===== src/rtl/cmd_evt_pkg.sv =====
// Package: shared field geometry of the completion register.
// Assumes a 32-bit register with two equal-width counters.
package cmd_evt_pkg;
    localparam int REG_W    = 32;
    localparam int CNT_W    = 6;
    localparam int DONE_LSB = 0;
    localparam int ACT_BIT  = 8;
    localparam int PROC_LSB = 16;
endpackage


===== src/rtl/evt_done_ctr.sv =====
// evt_done_ctr: hardware-owned done count that advances once per event.
// Assumes at most one event per cycle; the count wraps at 2**CNT_W.
module evt_done_ctr #(
    parameter int CNT_W = 6
) (
    input  logic             clk,
    input  logic             rst_n,
    input  logic             evt,
    output logic [CNT_W-1:0] done
);
    localparam logic [CNT_W-1:0] ONE = CNT_W'(1);

    // Count events with natural wrap.
    always_ff @(posedge clk) begin
        if (!rst_n)   done <= '0;
        else if (evt) done <= done + ONE;
    end
endmodule


===== src/rtl/proc_cnt_reg.sv =====
// proc_cnt_reg: software-owned processed count, loaded by register writes.
// Assumes the write data field is already extracted.
module proc_cnt_reg #(
    parameter int CNT_W = 6
) (
    input  logic             clk,
    input  logic             rst_n,
    input  logic             load,
    input  logic [CNT_W-1:0] load_val,
    output logic [CNT_W-1:0] proc_cnt
);
    // Hold the last acknowledged count.
    always_ff @(posedge clk) begin
        if (!rst_n)    proc_cnt <= '0;
        else if (load) proc_cnt <= load_val;
    end
endmodule


===== src/rtl/irq_level_flag.sv =====
// irq_level_flag: registered pending flag, high while the counts differ.
// Assumes both counts are registers; the flag lags them by one edge.
module irq_level_flag #(
    parameter int CNT_W = 6
) (
    input  logic             clk,
    input  logic             rst_n,
    input  logic [CNT_W-1:0] done,
    input  logic [CNT_W-1:0] proc_cnt,
    output logic             active
);
    logic [CNT_W-1:0] pending;

    // Pending work modulo 2**CNT_W.
    always_comb pending = done - proc_cnt;

    // Register the pending-nonzero condition.
    always_ff @(posedge clk) begin
        if (!rst_n) active <= 1'b0;
        else        active <= (pending != '0);
    end
endmodule


===== src/rtl/cmd_evt_counter.sv =====
// cmd_evt_counter: completion register with done/processed counts and a
// level interrupt. Software writes only the processed field; the done
// count and the active flag belong to hardware. Assumes single-cycle
// event pulses and a synchronous active-low reset.
module cmd_evt_counter
    import cmd_evt_pkg::*;
#(
    parameter int CNT_W = cmd_evt_pkg::CNT_W
) (
    input  logic              clk,
    input  logic              rst_n,
    input  logic              evt_pulse,
    input  logic              reg_wr,
    input  logic [REG_W-1:0]  reg_wdata,
    output logic [REG_W-1:0]  reg_rdata,
    output logic              irq
);
    logic [CNT_W-1:0] done_q;
    logic [CNT_W-1:0] proc_q;
    logic             act_q;

    evt_done_ctr #(.CNT_W(CNT_W)) u_done (
        .clk(clk), .rst_n(rst_n), .evt(evt_pulse), .done(done_q)
    );

    proc_cnt_reg #(.CNT_W(CNT_W)) u_proc (
        .clk(clk), .rst_n(rst_n), .load(reg_wr),
        .load_val(reg_wdata[PROC_LSB +: CNT_W]), .proc_cnt(proc_q)
    );

    irq_level_flag #(.CNT_W(CNT_W)) u_flag (
        .clk(clk), .rst_n(rst_n), .done(done_q), .proc_cnt(proc_q),
        .active(act_q)
    );

    // Assemble the read word; unused bits read zero.
    always_comb begin
        reg_rdata = '0;
        reg_rdata[DONE_LSB +: CNT_W] = done_q;
        reg_rdata[PROC_LSB +: CNT_W] = proc_q;
        reg_rdata[ACT_BIT]           = act_q;
    end

    // Drive the level interrupt from the flag.
    always_comb irq = act_q;

    // an event advances done by one with wrap
    a_r2_done_step: assert property (@(posedge clk) disable iff (!rst_n)
        evt_pulse |=> done_q == CNT_W'($past(done_q) + CNT_W'(1)));

    // without an event, done is unchanged even across a write
    a_r3_done_kept: assert property (@(posedge clk) disable iff (!rst_n)
        !evt_pulse |=> $stable(done_q));

    // a write loads the processed field
    a_r4_proc_load: assert property (@(posedge clk) disable iff (!rst_n)
        reg_wr |=> proc_q == $past(reg_wdata[PROC_LSB +: CNT_W]));

    // differing counts raise the interrupt one edge later
    a_r5_irq_rise: assert property (@(posedge clk) disable iff (!rst_n)
        (done_q != proc_q) |=> irq);

    // equal counts drop the interrupt one edge later
    a_r6_irq_fall: assert property (@(posedge clk) disable iff (!rst_n)
        (done_q == proc_q) |=> !irq);
endmodule


===== config.mk =====
export PLATFORM = sky130hd
export DESIGN_NAME = cmd_evt_counter
export DESIGN_NICKNAME = d
export VERILOG_FILES = /design/src/rtl/cmd_evt_pkg.sv /design/src/rtl/evt_done_ctr.sv /design/src/rtl/proc_cnt_reg.sv /design/src/rtl/irq_level_flag.sv /design/src/rtl/cmd_evt_counter.sv
export SDC_FILE = /design/constraint.sdc
export NUM_CORES = 1
export LEC_CHECK = 0
export ABC_AREA = 1
export BUFFER_PORTS_ARGS = -buffer_cell sky130_fd_sc_hd__buf_2
export CAP_MARGIN = 20
export CELL_PAD_IN_SITES_DETAIL_PLACEMENT = 1
export CELL_PAD_IN_SITES_GLOBAL_PLACEMENT = 1
export CORE_MARGIN = 2
export CORE_UTILIZATION = 24
export DETAILED_ROUTE_END_ITERATION = 8
export GPL_ROUTABILITY_DRIVEN = 0
export GPL_TIMING_DRIVEN = 0
export HOLD_SLACK_MARGIN = 0.03
export PLACE_DENSITY = 0.81
export SYNTH_ARGS = -nofsm -noshare
export SYNTH_HDL_FRONTEND = slang
export SYNTH_SLANG_ARGS = --single-unit

===== constraint.sdc =====
create_clock -name clk -period 1.25 [get_ports clk]
set_input_delay 0.25 -clock clk [delete_from_list [all_inputs] [get_ports clk]]
set_output_delay 0.25 -clock clk [all_outputs]
set_load 0.005 [all_outputs]

; Yosys cells after proc, flatten, opt, wreduce, memory -nomap -nowiden
; Cells that the tools add are included.
[totals]
memories = 0
out_inout_bits = 33
latch_bits = 0
ff_bits = 13
word_cells = 6
inputBits = 36
ram_bits = 0
rom_bits = 0
[classes]
mux = 0
n_reduce_logical = 1
eq_ne = 0
n_mul = 0
n_lt_le_gt_ge = 0
n_div = 0
addsub = 2
bitwise_logic = 0
shifts = 0
[ops]
columns = cell, n
row1 = $add 6x1->6 const B, 1
row2 = $reduce_bool 6->1, 1
row3 = $sub 6x6->6, 1

; Logic depth before layout (Yosys ltp)
; Gate-level depths: netlist of run 1.
[logic_depth]
ltp_word = 2
ltp_mapped = 9
depth_no_buf = 9

; Hierarchy
; From an unflattened synthesis of run 1, not the netlist that was laid out.
[hier_totals]
cells_unflattened = 137
hier_area_um2 = 909.6
[by_module_without_submodules]
columns = module, area_per_inst_um2, seq_area_each_um2, cells_each, instances
row1 = evt_done_ctr, 257.7, 120.1, 35, 1
row2 = proc_cnt_reg, 256.5, 120.1, 37, 1
row3 = irq_level_flag, 241.5, 20.0, 44, 1
row4 = cmd_evt_counter, 153.9, 0.0, 21, 1

; Least setup slack after synthesis of run 1
; OpenSTA, ideal clock, no wires.
[synth_timing]
path_kind = register to register
start = register u_proc.proc_cnt[3]
end = register u_flag.active
setup_slack_ns = 0.067
synth_period_minus_slack_ns = 1.183
arrival_time_ns = 1.075
setup_ns = 0.109
required_ns = 1.141
path_stages_with_launch = 9
n_path_buf = 0
cell_sequence = dfxtp_1 > inv_1 > ha_1 > nand2_1 > nand2_1 > o21ai_0 > nand3_1 > nand2_1 > inv_1
[synth_via]
elab_chain_len = 2
[synth_lines]
columns = element, line_no
row1 = from (decl), proc_cnt_reg.sv:10  ; output logic [CNT_W-1:0] proc_cnt
row2 = from (signal assigned), proc_cnt_reg.sv:15  ; else if (load) proc_cnt <= load_val;
row3 = $sub 6x6->6, irq_level_flag.sv:15  ; always_comb pending = done - proc_cnt;
row4 = $reduce_bool 6->1, irq_level_flag.sv:20  ; else active <= (pending != '0);
row5 = to (signal assigned), irq_level_flag.sv:20
row6 = to (decl), irq_level_flag.sv:10  ; output logic active
; No other way between the ends.
; A chain may end at the register's enable or synchronous reset.

; Worst setup path after layout of run 1
; Ends and elaborated chain as after synthesis.

==> out/qor.txt, run 1 <==
cts bufs inserted - 3
IO Pins - 69
CTS sink count - 13
Remaining Overflow, GRT - 0
CTS HTree Levels - 1
final count of pins violating max slew - 0
Final Setup Violations - 0
Fin Setup TNS - 0 ns
drt pass-1 iters - 2
Min Clock Period, post-route - 1.21 ns
Layout Skew - 0.00647 ns
Cells after Synth - 116
initial antenna violation count - 0
sequential cell area - 270 sq um
area of the multi-input gates - 432 sq um
Initial Utilization - 24.8%
Vias per Instance - 3.87
core area - 3310 sq um
hold_ws - 0.212 ns
Crit path required time - 1.43 ns
Hold Path Class - primary input to flip-flop
Seq cells post-synth - 13
first-pass GRT wire length - 3170 microns
clock root buffer - clkbuf_4
Syn Std Cell Area - 821 sq um
Layout Nets - 205
Final Non-Filler Cells - 208
fmax - 0.825 GHz
max_cap viols - 0
Fin. Hold Viols - 0
Critical Path End Type - flip-flop
Startpoint Class - flip-flop
Synth top area share - 31.7%
Worst IR Drop VDD - 0.000388 V
IO buf count - 23
Avg WL per Cell - 9.43 microns
Worst-Skew Late Latency - 0.27 ns
vias in the first global route - 773
Placement Setup Slack - -0.0494 ns
Synth area leaders - dfxtp_1 (32%), buf_4 (19%), ha_1 (9.1%), inv_1 (8.2%), nand2_1 (8.2%)
Syn Area/Cell - 7.08 sq um
DRT antenna net count - 0
Leak Pwr - 0.632 nW
Placed Instances - 203
Die Wd - 62.5 microns
CP max FO - 4
Total GRT Usage - 10.2%
status - completed
vias - 804
die area - 3900 sq um
commonest non-fill, non-tap cell in the layout - buf_2
Seq/Total Area, Yosys - 31.7%
fin worst setup slack - 0.0377 ns
power per cell area - 834 nW/um^2
RSZ-0062 raised after global routing - true
Max Root-Sink Buffers - 2
CTS tree - yes
critical path class - flip-flop to flip-flop
Layout Utilization - 34.4%
layout cells sized above 1 - 39.5%
crit share post-route - 97.0%
cell taking the most area after synthesis - dfxtp_1
WL final - 1960 microns
row count - 21
largest net degree at the start of global routing - 11
# diodes - 0
commonest non-fill, non-tap cells in the layout - buf_2 (24), buf_4 (22), conb_1 (19)
Die Ht - 62.5 microns
Yosys cell types - 15
Layout fillers - 462
CP arrival - 1.39 ns
DRC - 0
Initial DRC Count - 4
area grow syn2layout - 38.7%
Reg clk slew, reported paths - 0.08 ns
total number of yosys warnings - 0
DP Wirelength - 1580 microns
==> per-stage QoR <==
stage               instance area (sq um)  power (mW)
finish                               1140       0.950
global placement                     1060       0.670
detailed placement                   1060       0.680
global route                         1140        1.03
floorplan                             888       0.610
CTS                                  1100       0.955
==> worst paths after layout <==
path	slack, ns	endpoint	startpoint	depth (start not counted)
max	0.04	u_flag.active$_SDFF_PN0_	u_proc.proc_cnt[3]$_SDFFE_PN0P_	9
min	0.21	u_proc.proc_cnt[0]$_SDFFE_PN0P_	reg_wdata[16]	3
max reg2reg	0.04	u_flag.active$_SDFF_PN0_	u_proc.proc_cnt[3]$_SDFFE_PN0P_	9
min reg2reg	0.48	u_proc.proc_cnt[1]$_SDFFE_PN0P_	u_proc.proc_cnt[1]$_SDFFE_PN0P_	2
==> worst max-delay path, cell delays in order (launching register included) <==
cell and delay (ns):
dfxtp_2 0.34, inv_1 0.08, ha_4 0.30, inv_1 0.04, nand2_1 0.05, nand3_1 0.07
nor2_1 0.08, nand3_1 0.08, nand2_1 0.06, inv_1 0.03
==> logic make-up after synthesis <==
kind of cell | after synthesis | share of synthesized area, %
flops | 13 | 31.7
compound gates | 20 | 12.7
simple gates | 36 | 18.0
buf+inv | 40 | 28.0
fa+ha+maj | 6 | 9.15
other cells | 1 | 0.457
==> cell type report <==
type,instances,area share (%)
multi-input combinational,81,37.9
sequential,13,23.7
buffer,22,14.3
timing repair buffer,24,10.8
inverter,18,5.93
tap,46,5.05
clock buffer,4,2.31
==> power by group <==
| part | internal (mW) | switching [mW] | total (mW) | leakage (nW) |
|---|---|---|---|---|
| logic | 0.119 | 0.114 | 0.232 | 0.508 |
| clock network | 0.124 | 0.139 | 0.262 | 0.0150 |
| registers | 0.438 | 0.0166 | 0.455 | 0.110 |
| total | 0.680 | 0.269 | 0.950 | 0.632 |
==> synth_stat cells <==
| cell type | count |
|---|---|
| buf_4 | 21 |
| inv_1 | 18 |
| nand2_1 | 18 |
| dfxtp_1 | 13 |
| nor2_1 | 10 |
| o21ai_0 | 10 |
| a21oi_1 | 9 |
| ha_1 | 6 |
| nand3_1 | 5 |
| buf_2 | 1 |
| conb_1 | 1 |
| nand2_2 | 1 |
| nor2_2 | 1 |
| nor3_1 | 1 |
| o21ai_2 | 1 |
==> layer usage <==
layer  share of wire, %  GRT usage [%]
met1                 41           11.0
met2                 50           18.4
met3                7.4           2.52
met4                1.7           5.00
met5                  0              0
==> what timing repair did <==
action                                  in CTS  in global routing
hold buffers                                 0                  0
pin swaps                                    0                  1
endpoints found under the setup margin       1                  2
setup buffers                                0                  1
resized for setup                            5                  9
Power figures use the tool's default switching activity.
==> run 2: changes to the inputs <==
--- a/config.mk
+++ b/config.mk
@@ -8,15 +8,13 @@
 export ABC_AREA = 1
 export BUFFER_PORTS_ARGS = -buffer_cell sky130_fd_sc_hd__buf_2
 export CAP_MARGIN = 20
-export CELL_PAD_IN_SITES_DETAIL_PLACEMENT = 1
-export CELL_PAD_IN_SITES_GLOBAL_PLACEMENT = 1
 export CORE_MARGIN = 2
-export CORE_UTILIZATION = 24
+export CORE_UTILIZATION = 37
 export DETAILED_ROUTE_END_ITERATION = 8
 export GPL_ROUTABILITY_DRIVEN = 0
 export GPL_TIMING_DRIVEN = 0
 export HOLD_SLACK_MARGIN = 0.03
-export PLACE_DENSITY = 0.81
+export PLACE_DENSITY = 0.8
 export SYNTH_ARGS = -nofsm -noshare
 export SYNTH_HDL_FRONTEND = slang
 export SYNTH_SLANG_ARGS = --single-unit
==> constraint.sdc (replaced) <==
create_clock -name clk -period 1.25 [get_ports clk]
set_input_delay 0.25 -clock clk [delete_from_list [all_inputs] [get_ports clk]]
set_output_delay 0.25 -clock clk [all_outputs]
set_load 0.05 [all_outputs]
==> run 2 against run 1 <==
Against the previous run: core utilization up 18 points; sequential share of layout area up 0.38 points; fmax is 0.32% higher; via count down 2.4%; clock skew is 0.0020 ns lower; die area fell by 33%; critical path depth shrank 8; worst setup slack gained 0.0039 ns; combinational power increased by 91%; sequential power about the same; cell count fell by 8.7%; routed wire length shrank 12%.
==> out/qor.txt, run 2 (same netlist as run 1, synthesis figures left out) <==
IO Pins - 69 (unchanged)
WL final - 1730 microns (-12%)
row count - 17 (-19%)
die area - 2610 sq um (-33%)
CP arrival - 0.96 ns (-0.43 ns)
Avg WL per Cell - 9.10 microns (-3.5%)
crit-path max cell delay - 0.39 ns (+0.05 ns)
Initial DRC Count - 3 (-1)
Worst-Skew Late Latency - 0.28 ns (about the same)
Layout Skew - 0.00451 ns (-0.00196 ns)
vias in the first global route - 666 (-14%)
final count of pins violating max slew - 0 (unchanged)
placed cell area - 1050 sq um (-1.1%)
Remaining Overflow, GRT - 0 (unchanged)
CTS sink count - 13 (unchanged)
status - completed
initial antenna violation count - 0 (unchanged)
CTS HTree Levels - 1 (unchanged)
clock root buffer - clkbuf_4
commonest non-fill, non-tap cells in the layout - buf_2 (23), buf_4 (23), conb_1 (19)
Leak Pwr - 0.631 nW (-0.18%)
drt pass-1 iters - 4 (+2)
Fin Setup TNS - 0 ns (unchanged)
vias - 785 (-2.4%)
Critical Path End Type - output pin
Pwr Total - 1.16 mW (+22%)
Max Root-Sink Buffers - 2 (unchanged)
crit share post-route - 96.7% (-0.31 points)
CTS tree - yes
Worst IR Drop VDD - 0.000517 V (+33%)
Crit path required time - 1.00 ns (-0.43 ns)
Final Non-Filler Cells - 190 (-8.7%)
# diodes - 0 (unchanged)
Vias per Instance - 4.13 (+6.9%)
Reg clk slew, reported paths - 0.08 ns (about the same)
DP Wirelength - 1390 microns (-12%)
Fin. Hold Viols - 0 (unchanged)
Post-CTS Hold Buffers - 0 (unchanged)
critical path class - flip-flop to output pin
IO buf count - 23 (unchanged)
core area - 2150 sq um (-35%)
layout cells sized above 1 - 43.2% (+3.7 points)
max_cap viols - 0 (unchanged)
area grow syn2layout - 38.4%
RSZ-0062 raised after global routing - true
largest net degree at the start of global routing - 11 (unchanged)
Final Setup Violations - 0 (unchanged)
Layout Nets - 205 (unchanged)
Placement Setup Slack - -0.00212 ns (+0.0473 ns)
Initial Utilization - 38.2% (+13 points)
fmax - 0.828 GHz (+0.32%)
critical path's top delay family - flip-flops
DRC - 0 (unchanged)
Placed Instances - 185 (-8.9%)
power per cell area - 1020 nW/um^2 (+23%)
first-pass GRT wire length - 2590 microns (-18%)
CP cell instances - buf_2
Finished Cell Area - 1140 sq um (-0.22%)
cts bufs inserted - 3 (unchanged)
DRT antenna net count - 0 (unchanged)
Layout fillers - 212 (-54%)
area of the multi-input gates - 445 sq um (+3.2%)
sequential cell area - 274 sq um (+1.4%)
Startpoint Class - flip-flop
Die Ht - 51.1 microns (-18%)
Total GRT Usage - 13.5% (+3.3 points)
Buffers & Inverters on Critical Path - 1 (-2)
fin worst setup slack - 0.0416 ns (+0.00385 ns)
Die Wd - 51.1 microns (-18%)
Hold Path Class - primary input to flip-flop
slowest CP cell - dfxtp_2
CP max FO - 5 (+1)
Min Clock Period, post-route - 1.21 ns (-0.00385 ns)
## run 2: what timing repair did
action	CTS	global route
setup endpoints to repair	1	1
buffers inserted	0	1
pin swaps	0	8
resized for setup	3	11
## run 2: layout make-up
| class | instances | share of cell area (%) |
|---|---|---|
| buffer | 22 | 14.3 |
| clock buffer | 4 | 2.31 |
| tap | 28 | 3.08 |
| inverter | 18 | 5.95 |
| timing repair buffer | 24 | 11.0 |
| sequential | 13 | 24.1 |
| multi-input combinational | 81 | 39.2 |
## run 2: worst paths after layout
kind | from | to | slack (ns) | depth (start not counted)
worst max-delay path | u_done.done[3]$_SDFFE_PN0P_ | reg_rdata[3] | 0.04 | 1
worst min-delay path | reg_wdata[16] | u_proc.proc_cnt[0]$_SDFFE_PN0P_ | 0.20 | 3
worst max register to register | u_proc.proc_cnt[3]$_SDFFE_PN0P_ | u_flag.active$_SDFF_PN0_ | 0.05 | 9
worst min register to register | u_proc.proc_cnt[2]$_SDFFE_PN0P_ | u_proc.proc_cnt[2]$_SDFFE_PN0P_ | 0.48 | 2
## run 2: where the power goes
part / switching (mW) / leakage (nW) / internal, mW
Sequential: 0.0185 / 0.111 / 0.439
Combinational: 0.314 / 0.505 / 0.130
Clock: 0.137 / 0.0150 / 0.124
## run 2: worst register-to-register path, stage by stage (launching register included)
cell and delay [ns]:
dfxtp_2 0.33, inv_2 0.05, ha_4 0.27, inv_1 0.04, nand2_1 0.06, nand3_1 0.07
nor2_1 0.10, nand3_1 0.08, nand2_1 0.07, inv_1 0.03
## run 2: routing by layer
metal  GRT usage, %  share of wire [%]
met5              0                  0
met4           8.11                2.9
met1           13.6                 41
met3           3.51                6.1
met2           24.5                 50
## run 2: per-stage QoR
step	hold WS [ns]	utilization, %
after floorplan	0.332	-
after global placement	0.456	48.9
after detailed placement	0.461	48.9
after CTS	0.198	50.9
after global routing	0.191	52.9
final	0.198	52.9
==> run 3: changes to the inputs <==
--- a/config.mk
+++ b/config.mk
@@ -8,13 +8,15 @@
 export ABC_AREA = 1
 export BUFFER_PORTS_ARGS = -buffer_cell sky130_fd_sc_hd__buf_2
 export CAP_MARGIN = 20
+export CELL_PAD_IN_SITES_DETAIL_PLACEMENT = 0
+export CELL_PAD_IN_SITES_GLOBAL_PLACEMENT = 1
 export CORE_MARGIN = 2
-export CORE_UTILIZATION = 37
+export CORE_UTILIZATION = 24
 export DETAILED_ROUTE_END_ITERATION = 8
 export GPL_ROUTABILITY_DRIVEN = 0
 export GPL_TIMING_DRIVEN = 0
 export HOLD_SLACK_MARGIN = 0.03
-export PLACE_DENSITY = 0.8
+export PLACE_DENSITY = 0.81
 export SYNTH_ARGS = -nofsm -noshare
 export SYNTH_HDL_FRONTEND = slang
 export SYNTH_SLANG_ARGS = --single-unit
==> run 3 against run 2 <==
Against the previous run: fmax is 0.30% higher; flip-flop and latch count unchanged; critical path type unchanged; largest power group unchanged; register-to-register slack about the same; core utilization decreased by 18 points.
==> out/qor.txt, run 3 (same netlist as run 1, synthesis figures left out) <==
vias in the first global route - 553 (-17%)
Reg clk slew, reported paths - 0.08 ns (about the same)
initial antenna violation count - 0 (unchanged)
Worst-Skew Late Latency - 0.28 ns (about the same)
Die Wd - 62.5 microns (+22%)
Die Ht - 62.5 microns (+22%)
slowest CP cell - dfxtp_4
Layout Nets - 206 (+0.49%)
max_cap viols - 0 (unchanged)
Critical Path End Type - output pin
CP arrival - 0.95 ns (about the same)
CP cell instances - buf_4, buf_4
Initial DRC Count - 10 (+7)
clock root buffer - clkbuf_4
first-pass GRT wire length - 2500 microns (-3.5%)
Leak Pwr - 0.638 nW (+1.1%)
most used cell, CP - buf_4
layout cells sized above 1 - 43.6% (+0.35 points)
Fin. Hold Viols - 0 (unchanged)
CP max FO - 4 (-1)
IO Pins - 69 (unchanged)
commonest non-fill, non-tap cell in the layout - buf_4
power per cell area - 991 nW/um^2 (-3.2%)
area grow syn2layout - 42.7%
final count of pins violating max slew - 0 (unchanged)
Placed Instances - 203 (+9.7%)
DRT antenna net count - 0 (unchanged)
die area - 3900 sq um (+49%)
Crit path required time - 1.00 ns (about the same)
fmax - 0.830 GHz (+0.30%)
DRC - 0 (unchanged)
critical path class - flip-flop to output pin
Worst setup startpoint - u_done.done[0]$_SDFFE_PN0P_
WL met1 - 771 microns (+8.6%)
Top Metal Used - met4
WL final - 1690 microns (-2.4%)
Min Clock Period, post-route - 1.20 ns (-0.00361 ns)
CTS tree - yes
Layout fillers - 384 (+81%)
row count - 21 (+4)
crit share post-route - 96.4% (-0.29 points)
vias - 732 (-6.8%)
status - completed
core area - 3310 sq um (+54%)
crit-path max cell delay - 0.36 ns (-0.03 ns)
DP Wirelength - 1290 microns (-7.5%)
Vias per Instance - 3.50 (-15%)
IO buf count - 23 (unchanged)
RSZ-0062 raised after global routing - true
hold wc startpoint - reg_wdata[16]
CTS sink count - 13 (unchanged)
Layout Utilization - 35.4% (-18 points)
hold_ws - 0.198 ns (+0.000622 ns)
Final Setup Violations - 0 (unchanged)
Remaining Overflow, GRT - 0 (unchanged)
Hold Path Class - primary input to flip-flop
Max Root-Sink Buffers - 2 (unchanged)
Layout Skew - 0.00301 ns (-0.00150 ns)
Avg WL per Cell - 8.07 microns (-11%)
CTS HTree Levels - 1 (unchanged)
wire length on met2 - 739 microns (-14%)
Initial Utilization - 24.8% (-13 points)
Startpoint Class - flip-flop
Worst IR Drop VDD - 0.000537 V (+3.8%)
r2r setup slk - 0.05 ns (about the same)
largest net degree at the start of global routing - 11 (unchanged)
R2R Path Start - u_proc.proc_cnt[3]$_SDFFE_PN0P_
commonest non-fill, non-tap cells in the layout - buf_4 (25), buf_2 (21), conb_1 (19)
Total GRT Usage - 8.31% (-5.2 points)
drt pass-1 iters - 4 (unchanged)
Final Non-Filler Cells - 209 (+10%)
Met3 Wirelength - 152 microns (+43%)
Post-CTS Hold Buffers - 0 (unchanged)
# diodes - 0 (unchanged)
cts bufs inserted - 3 (unchanged)
-- run 3: final timing paths --
path                                                         to  cells past startpoint
worst max-delay path                               reg_rdata[0]                      2
worst min-delay path            u_proc.proc_cnt[0]$_SDFFE_PN0P_                      3
worst min register to register  u_proc.proc_cnt[2]$_SDFFE_PN0P_                      2
worst max register to register         u_flag.active$_SDFF_PN0_                      9
-- run 3: worst max-delay path, delay by kind of cell (launching register included) --
kind	cells	cell delay, ns
buf+inv	2	0.32
flops	1	0.36
-- run 3: routing by layer --
layer / global-route usage, % / vias to the layer above
li1: - / 419
met1: 9.61 / 283
met2: 12.8 / 26
met3: 4.50 / 4
met4: 3.33 / 0
met5: 0 / -
-- run 3: repair_timing --
action                                  CTS  global route
resized for setup                         1            15
endpoints found under the setup margin    1             3
pin swaps                                 0             7
setup buffers                             0             2
gates cloned                              0             0
-- run 3: stage by stage --
stage / power (mW) / setup TNS (ns) / cell area [sq um] / setup slack, ns
floorplan: 0.817 / -0.130 / 900 / -0.130
global placement: 0.877 / 0 / 1070 / 0.00504
detailed placement: 0.879 / 0 / 1070 / 0.0120
CTS: 1.15 / 0 / 1110 / 0.0271
global route: 1.24 / -0.0658 / 1170 / -0.0658
finish: 1.16 / 0 / 1170 / 0.0452
-- run 3: cell type report --
| class | instances | area (sq um) | area share, % |
|---|---|---|---|
| flip-flops and latches | 13 | 274 | 23.4 |
| clock buffers | 4 | 26.3 | 2.24 |
| repair buffers | 25 | 138 | 11.8 |
| multi-input cells | 81 | 445 | 38.0 |
| well taps | 46 | 57.6 | 4.91 |
| inverters | 18 | 67.6 | 5.77 |
| plain buffers | 22 | 163 | 13.9 |
-- run 3: power breakdown --
part	switching (mW)	internal, mW	leakage [nW]
Sequential	0.0183	0.439	0.111
Combinational	0.309	0.132	0.512
Clock	0.137	0.124	0.0150
